`src/rtl/sweep_pkg.sv`:
```
package sweep_pkg;

  typedef enum logic [2:0] {
    ST_IDLE     = 3'd0,
    ST_XL_REQ   = 3'd1,
    ST_XL_WAIT  = 3'd2,
    ST_PG_REQ   = 3'd3,
    ST_PG_WAIT  = 3'd4,
    ST_RETIRE   = 3'd5,
    ST_NEXT     = 3'd6,
    ST_DONE     = 3'd7
  } sweep_state_e;

endpackage

```
`src/rtl/sweep_rst_sync.sv`:
```
// Reset synchronizer: the output asserts asynchronously and releases on a clock edge.
module sweep_rst_sync #(
  parameter int STAGES = 2
) (
  input  logic clk_i,
  input  logic rst_n_i,
  output logic rst_n_o
);

  logic [STAGES-1:0] sync_q;

  always_ff @(posedge clk_i or negedge rst_n_i) begin
    if (!rst_n_i) begin
      sync_q <= '0;
    end else begin
      sync_q <= {sync_q[STAGES-2:0], 1'b1};
    end
  end

  assign rst_n_o = sync_q[STAGES-1];

endmodule

```
`src/rtl/sweep_col_walker.sv`:
```
// Holds the captured error address and the current column value.
// Produces the candidate address with the column field replaced.
module sweep_col_walker #(
  parameter int ADDR_W  = 48,
  parameter int COL_LSB = 1,
  parameter int COL_W   = 5
) (
  input  logic              clk_i,
  input  logic              rst_n_i,
  input  logic              load_i,
  input  logic [ADDR_W-1:0] addr_i,
  input  logic              step_i,
  output logic [ADDR_W-1:0] cand_addr_o,
  output logic              last_o
);

  localparam logic [ADDR_W-1:0] COL_ONES = ADDR_W'((64'd1 << COL_W) - 64'd1);
  localparam logic [ADDR_W-1:0] COL_MASK = COL_ONES << COL_LSB;

  logic [ADDR_W-1:0] base_q, base_d;
  logic [COL_W-1:0]  col_q, col_d;
  logic              base_en, col_en;

  always_comb begin
    base_en = load_i;
    base_d  = addr_i;
    col_en  = load_i | step_i;
    col_d   = load_i ? '0 : col_q + COL_W'(1);
  end

  always_ff @(posedge clk_i or negedge rst_n_i) begin
    if (!rst_n_i) begin
      base_q <= '0;
    end else if (base_en) begin
      base_q <= base_d;
    end
  end

  always_ff @(posedge clk_i or negedge rst_n_i) begin
    if (!rst_n_i) begin
      col_q <= '0;
    end else if (col_en) begin
      col_q <= col_d;
    end
  end

  assign cand_addr_o = (base_q & ~COL_MASK) | (ADDR_W'(col_q) << COL_LSB);
  assign last_o      = (col_q == {COL_W{1'b1}});

endmodule

```
`src/rtl/sweep_tally.sv`:
```
// Counts retired and skipped candidates for the current sweep.
module sweep_tally #(
  parameter int CNT_W = 6
) (
  input  logic             clk_i,
  input  logic             rst_n_i,
  input  logic             clear_i,
  input  logic             inc_retire_i,
  input  logic             inc_skip_i,
  output logic [CNT_W-1:0] retired_o,
  output logic [CNT_W-1:0] skipped_o
);

  logic [CNT_W-1:0] ret_q, ret_d, skp_q, skp_d;
  logic             ret_en, skp_en;

  always_comb begin
    ret_en = clear_i | inc_retire_i;
    skp_en = clear_i | inc_skip_i;
    ret_d  = clear_i ? '0 : ret_q + CNT_W'(1);
    skp_d  = clear_i ? '0 : skp_q + CNT_W'(1);
  end

  always_ff @(posedge clk_i or negedge rst_n_i) begin
    if (!rst_n_i) begin
      ret_q <= '0;
    end else if (ret_en) begin
      ret_q <= ret_d;
    end
  end

  always_ff @(posedge clk_i or negedge rst_n_i) begin
    if (!rst_n_i) begin
      skp_q <= '0;
    end else if (skp_en) begin
      skp_q <= skp_d;
    end
  end

  assign retired_o = ret_q;
  assign skipped_o = skp_q;

endmodule

```
`src/rtl/sweep_ctrl.sv`:
```
// Sequencing state machine for the row sweep.
module sweep_ctrl
  import sweep_pkg::*;
(
  input  logic clk_i,
  input  logic rst_n_i,
  input  logic mode_i,
  input  logic trig_i,
  input  logic xl_req_ready_i,
  input  logic xl_rsp_valid_i,
  input  logic xl_rsp_err_i,
  input  logic st_req_ready_i,
  input  logic st_rsp_valid_i,
  input  logic st_rsp_online_i,
  input  logic st_rsp_poisoned_i,
  input  logic rt_ready_i,
  input  logic col_last_i,
  output logic busy_o,
  output logic done_o,
  output logic xl_req_valid_o,
  output logic st_req_valid_o,
  output logic rt_valid_o,
  output logic start_o,
  output logic step_o,
  output logic cap_pfn_o,
  output logic inc_retire_o,
  output logic inc_skip_o
);

  sweep_state_e state_q, state_d;

  always_comb begin
    state_d      = state_q;
    start_o      = 1'b0;
    step_o       = 1'b0;
    cap_pfn_o    = 1'b0;
    inc_retire_o = 1'b0;
    inc_skip_o   = 1'b0;
    unique case (state_q)
      ST_IDLE: begin
        if (trig_i) begin
          start_o = 1'b1;
          state_d = mode_i ? ST_XL_REQ : ST_DONE;
        end
      end
      ST_XL_REQ: begin
        if (xl_req_ready_i) state_d = ST_XL_WAIT;
      end
      ST_XL_WAIT: begin
        if (xl_rsp_valid_i) begin
          if (xl_rsp_err_i) begin
            inc_skip_o = 1'b1;
            state_d    = ST_NEXT;
          end else begin
            cap_pfn_o  = 1'b1;
            state_d    = ST_PG_REQ;
          end
        end
      end
      ST_PG_REQ: begin
        if (st_req_ready_i) state_d = ST_PG_WAIT;
      end
      ST_PG_WAIT: begin
        if (st_rsp_valid_i) begin
          if (!st_rsp_online_i || st_rsp_poisoned_i) begin
            inc_skip_o = 1'b1;
            state_d    = ST_NEXT;
          end else begin
            state_d    = ST_RETIRE;
          end
        end
      end
      ST_RETIRE: begin
        if (rt_ready_i) begin
          inc_retire_o = 1'b1;
          state_d      = ST_NEXT;
        end
      end
      ST_NEXT: begin
        if (col_last_i) begin
          state_d = ST_DONE;
        end else begin
          step_o  = 1'b1;
          state_d = ST_XL_REQ;
        end
      end
      ST_DONE: begin
        state_d = ST_IDLE;
      end
      default: state_d = ST_IDLE;
    endcase
  end

  always_ff @(posedge clk_i or negedge rst_n_i) begin
    if (!rst_n_i) begin
      state_q <= ST_IDLE;
    end else begin
      state_q <= state_d;
    end
  end

  assign busy_o         = (state_q != ST_IDLE);
  assign done_o         = (state_q == ST_DONE);
  assign xl_req_valid_o = (state_q == ST_XL_REQ);
  assign st_req_valid_o = (state_q == ST_PG_REQ);
  assign rt_valid_o     = (state_q == ST_RETIRE);

endmodule

```
`src/rtl/row_retire_sweeper.sv`:
```
module row_retire_sweeper #(
  parameter int ADDR_W     = 48,
  parameter int PA_W       = 52,
  parameter int PAGE_SHIFT = 12,
  parameter int COL_LSB    = 1,
  parameter int COL_W      = 5,
  parameter int NUM_COL    = 1 << COL_W,
  parameter int PFN_W      = PA_W - PAGE_SHIFT,
  parameter int CNT_W      = $clog2(NUM_COL + 1)
) (
  input  logic              clk_i,
  input  logic              rst_n_i,
  input  logic              hetero_mode_i,
  input  logic              trig_i,
  input  logic [ADDR_W-1:0] err_addr_i,
  output logic              busy_o,
  output logic              done_o,
  output logic              xl_req_valid_o,
  input  logic              xl_req_ready_i,
  output logic [ADDR_W-1:0] xl_req_addr_o,
  input  logic              xl_rsp_valid_i,
  input  logic              xl_rsp_err_i,
  input  logic [PA_W-1:0]   xl_rsp_pa_i,
  output logic              st_req_valid_o,
  input  logic              st_req_ready_i,
  output logic [PFN_W-1:0]  st_req_pfn_o,
  input  logic              st_rsp_valid_i,
  input  logic              st_rsp_online_i,
  input  logic              st_rsp_poisoned_i,
  output logic              rt_valid_o,
  input  logic              rt_ready_i,
  output logic [PFN_W-1:0]  rt_pfn_o,
  output logic [CNT_W-1:0]  retired_cnt_o,
  output logic [CNT_W-1:0]  skipped_cnt_o
);

  logic             core_rst_n;
  logic             start, step, cap_pfn, inc_retire, inc_skip, col_last;
  logic [PFN_W-1:0] pfn_q;

  sweep_rst_sync #(.STAGES(2)) u_rst (
    .clk_i   (clk_i),
    .rst_n_i (rst_n_i),
    .rst_n_o (core_rst_n)
  );

  sweep_ctrl u_ctrl (
    .clk_i             (clk_i),
    .rst_n_i           (core_rst_n),
    .mode_i            (hetero_mode_i),
    .trig_i            (trig_i),
    .xl_req_ready_i    (xl_req_ready_i),
    .xl_rsp_valid_i    (xl_rsp_valid_i),
    .xl_rsp_err_i      (xl_rsp_err_i),
    .st_req_ready_i    (st_req_ready_i),
    .st_rsp_valid_i    (st_rsp_valid_i),
    .st_rsp_online_i   (st_rsp_online_i),
    .st_rsp_poisoned_i (st_rsp_poisoned_i),
    .rt_ready_i        (rt_ready_i),
    .col_last_i        (col_last),
    .busy_o            (busy_o),
    .done_o            (done_o),
    .xl_req_valid_o    (xl_req_valid_o),
    .st_req_valid_o    (st_req_valid_o),
    .rt_valid_o        (rt_valid_o),
    .start_o           (start),
    .step_o            (step),
    .cap_pfn_o         (cap_pfn),
    .inc_retire_o      (inc_retire),
    .inc_skip_o        (inc_skip)
  );

  sweep_col_walker #(
    .ADDR_W  (ADDR_W),
    .COL_LSB (COL_LSB),
    .COL_W   (COL_W)
  ) u_walk (
    .clk_i       (clk_i),
    .rst_n_i     (core_rst_n),
    .load_i      (start),
    .addr_i      (err_addr_i),
    .step_i      (step),
    .cand_addr_o (xl_req_addr_o),
    .last_o      (col_last)
  );

  sweep_tally #(.CNT_W(CNT_W)) u_tally (
    .clk_i        (clk_i),
    .rst_n_i      (core_rst_n),
    .clear_i      (start),
    .inc_retire_i (inc_retire),
    .inc_skip_i   (inc_skip),
    .retired_o    (retired_cnt_o),
    .skipped_o    (skipped_cnt_o)
  );

  // Page frame register: the page offset is dropped when the frame is captured.
  always_ff @(posedge clk_i or negedge core_rst_n) begin
    if (!core_rst_n) begin
      pfn_q <= '0;
    end else if (cap_pfn) begin
      pfn_q <= xl_rsp_pa_i[PA_W-1:PAGE_SHIFT];
    end
  end

  assign st_req_pfn_o = pfn_q;
  assign rt_pfn_o     = pfn_q;

endmodule

```
`config.mk`:
```
export PLATFORM = sky130hd
export DESIGN_NAME = row_retire_sweeper
export DESIGN_NICKNAME = d
export VERILOG_FILES = /design/src/rtl/sweep_pkg.sv /design/src/rtl/sweep_rst_sync.sv /design/src/rtl/sweep_col_walker.sv /design/src/rtl/sweep_tally.sv /design/src/rtl/sweep_ctrl.sv /design/src/rtl/row_retire_sweeper.sv
export SDC_FILE = /design/constraint.sdc
export NUM_CORES = 1
export LEC_CHECK = 0
export BUFFER_PORTS_ARGS = -buffer_cell sky130_fd_sc_hd__buf_4
export CAP_MARGIN = 15
export CORE_MARGIN = 2
export CORE_UTILIZATION = 34
export DETAILED_ROUTE_END_ITERATION = 10
export GPL_ROUTABILITY_DRIVEN = 0
export PLACE_DENSITY_LB_ADDON = 0.25
export SYNTH_ARGS = -nofsm -noshare
export SYNTH_HDL_FRONTEND = slang
export SYNTH_SLANG_ARGS = --single-unit
```
`constraint.sdc`:
```
create_clock -name clk_i -period 3.6 [get_ports clk_i]
set_input_delay 0.72 -clock clk_i [delete_from_list [all_inputs] [get_ports clk_i]]
set_output_delay 0.72 -clock clk_i [all_outputs]
set_load 0.02 [all_outputs]
```
==> impl_results.md <==
* Status: finished, final reports clean
* Drt pass-1 iters at 4
* Power density over cell area at 934 nW/um^2
* DR vias at 3649
* WL final at 11800 um
* Worst hold path class: input pin to async pin
* CP Class: flop to output port
* Period utilisation layout at 65.0%
* Register area share after synthesis at 55.9%
* Distinct cells, synth at 44
* YS warnings at 0
* Area added between synthesis and finish at 40.5%
* Share of cells above drive strength 1 at 49.9%
* RSZ-0062 raised after global routing: false
* Synth Instances at 429
* R2R setup slack at 1450 ps
* Most frequent cells after synthesis: nand2_1, dfrtp_1, buf_4, mux2_2, nor2_1
* Hold-fix buffers, CTS at 0
* I/O Buffers at 239
* Vias in the first global route at 3537
* Clock Skew at 7.75 ps
* Top-count cell post-synth: nand2_1
* Num CTS Buffers at 9
* Total Neg Setup Slack at 0 ps
* Die area at 14800 sq um
* Clock period minus worst slack at 2340 ps
* DR iter-0 viols at 178
* Sink Count at 105
* Tightest Pin Transition at 927 ps
* CORE AREA at 13300 sq um
* Diodes inserted at 0
* Yosys reg bits at 105
* Maximum clock rate at 0.428 GHz
* Routed WL per cell at 14.7 um
* Global-route wire length before repair at 18300 um
* Max clock buf depth at 2
* Starting density of the core at 35.2%
* CTS resizes at 0
* Gr busiest metal: met2
* Initial antenna violation count at 0
* Maxcap violations at 0
* Placement Setup Slack at 1320 ps
* Clock Tree Root: clkbuf_16
* Area fraction of the dominant cell type after synthesis at 55.9%
* Mapped Area at 4700 sq um
* Rows at 42
* Startpoint Class: flop
* DP Wirelength at 8720 um
* Routed Antenna Nets at 0
* GR Layer Usage met3 at 4.45%
* Peak VDD IR at 336 uV
* Synth Net Count at 545
* CP Data Required Time at 2880 ps
* Slew Limit Fails at 0
* Final setup fails at 0
* Critical Path End Type: output port
* Synth Flop Type: dfrtp_1
* Post-synth EDFFs at 0
* Leakage power at 3.49 nW
* R2R depth at 5
* Final Hold Viols at 0
* Nets at 738
* Clock slew at reported path FFs at 70 ps
* Worst-Skew Late Latency at 340 ps
* TritonCTS clock tree: yes
* Post-route DRC at 0
* Ys async rst share at 100%
* Fin worst setup slack at 1260 ps
* WP data arrival at 1620 ps
* Htree depth at 3
* I/O pins at 257
* Die Span X at 122 um
* Max Fanout on Critical Path at 24
* Vias per inst at 4.54
* Dominant cells by area after synthesis: dfrtp_1, nand2_1, mux2_2
* M2 GR Usage at 25.7%
* Mean post-synth cell area at 10.9 sq um
* Largest net degree at the start of global routing at 85
* All-Layer GR Usage at 16.0%
* Fill count at 1247
* Synth area leader: dfrtp_1
* Rel. slew slack at 38.0%
* Postcts setup bufs at 0
* Die Y at 122 um
* GRT overflow at 0
* Grt met1 use at 20.1%
[worst max-delay path, cell delays in order, from the launching register on]
cell     delay, ps
dfrtp_1        610
or3_2          500
buf_4          170
[cell families after synthesis]
kind of cell             Yosys count  synth area share, %
buffers and inverters             61                 9.80
flip-flops                       105                 55.9
AND/OR/NAND/NOR                  187                 18.1
other                              1               0.0798
AO/OA/AOI/OAI                     16                 2.32
XOR/XNOR                           7                 1.31
adder cells (fa/ha/maj)            4                 1.07
multiplexers                      48                 11.3
[per-layer routing]
layer | vias to the layer above | share of wire (%)
li1 | 1754 | -
met1 | 1719 | 41
met2 | 157 | 49
met3 | 19 | 8.1
met4 | 0 | 2.6
met5 | - | 0
[cell usage in the layout, fill, tap and decap left out, types with 2 or more instances in the layout]
master and n:
a21oi_1 2, a22o_1 3, and2_1 2, and2_2 2
and3_1 2, and4b_4 2, buf_4 241, clkbuf_16 9
clkinvlp_4 2, dfrtp_1 104, ha_1 4, mux2_2 42
mux2i_1 6, nand2_1 142, nand3_1 2, nand4_1 4
nand4b_1 2, nor2_1 10, nor2b_1 2, nor3_1 2
nor4b_1 2, o2111ai_1 2, o21ai_0 5, xor2_1 6
[worst paths after layout]
kind | from | endpoint
min in group clk_i | u_rst.sync_q[0] | u_rst.sync_q[1]
worst max register to register | u_ctrl.state_q[0] | u_walk.base_q[16]
max in group asynchronous | u_rst.sync_q[1] | u_tally.retired_o[1]
worst min register to register | u_rst.sync_q[1] | u_walk.base_q[24]
worst min-delay path | rst_n_i | u_rst.sync_q[0]
worst max-delay path | u_ctrl.state_q[0] | busy_o
[per-stage QoR]
stage | cell area, sq um | util, % | power [mW] | instances | hold WS [ps]
floorplan | 4700 | - | 4.13 | 429 | 331
global placement | 6280 | 47.0 | 5.19 | 786 | 339
detailed placement | 6280 | 47.0 | 5.25 | 786 | 342
CTS | 6570 | 49.3 | 6.25 | 802 | 124
global route | 6600 | 49.5 | 6.56 | 803 | 127
finish | 6600 | 49.5 | 6.16 | 803 | 146
[state kept, by name (all words and copies together), names as in the netlist]
register	cells
rt_pfn_o	40
u_tally.skipped_o	6
u_walk.col_q	5
u_walk.base_q	43
u_tally.retired_o	6
u_rst.sync_q	2
u_ctrl.state_q	3
[where the power goes]
part | switching (mW) | total, mW | internal [mW] | leakage, nW
Combinational | 1.67 | 3.08 | 1.40 | 2.04
Sequential | 0.430 | 2.12 | 1.69 | 1.31
Clock | 0.431 | 0.973 | 0.542 | 0.139
Total | 2.53 | 6.16 | 3.63 | 3.49
[cell type report]
type | count | area, sq um | area share (%)
clock inverter | 6 | 67.6 | 1.02
sequential | 105 | 2630 | 39.9
tap | 176 | 220 | 3.34
multi-input combinational | 263 | 1610 | 24.4
timing repair buffer | 242 | 1840 | 27.8
clock buffer | 10 | 229 | 3.47
inverter | 1 | 3.75 | 0.0569
(Power assumes the default switching activity.)
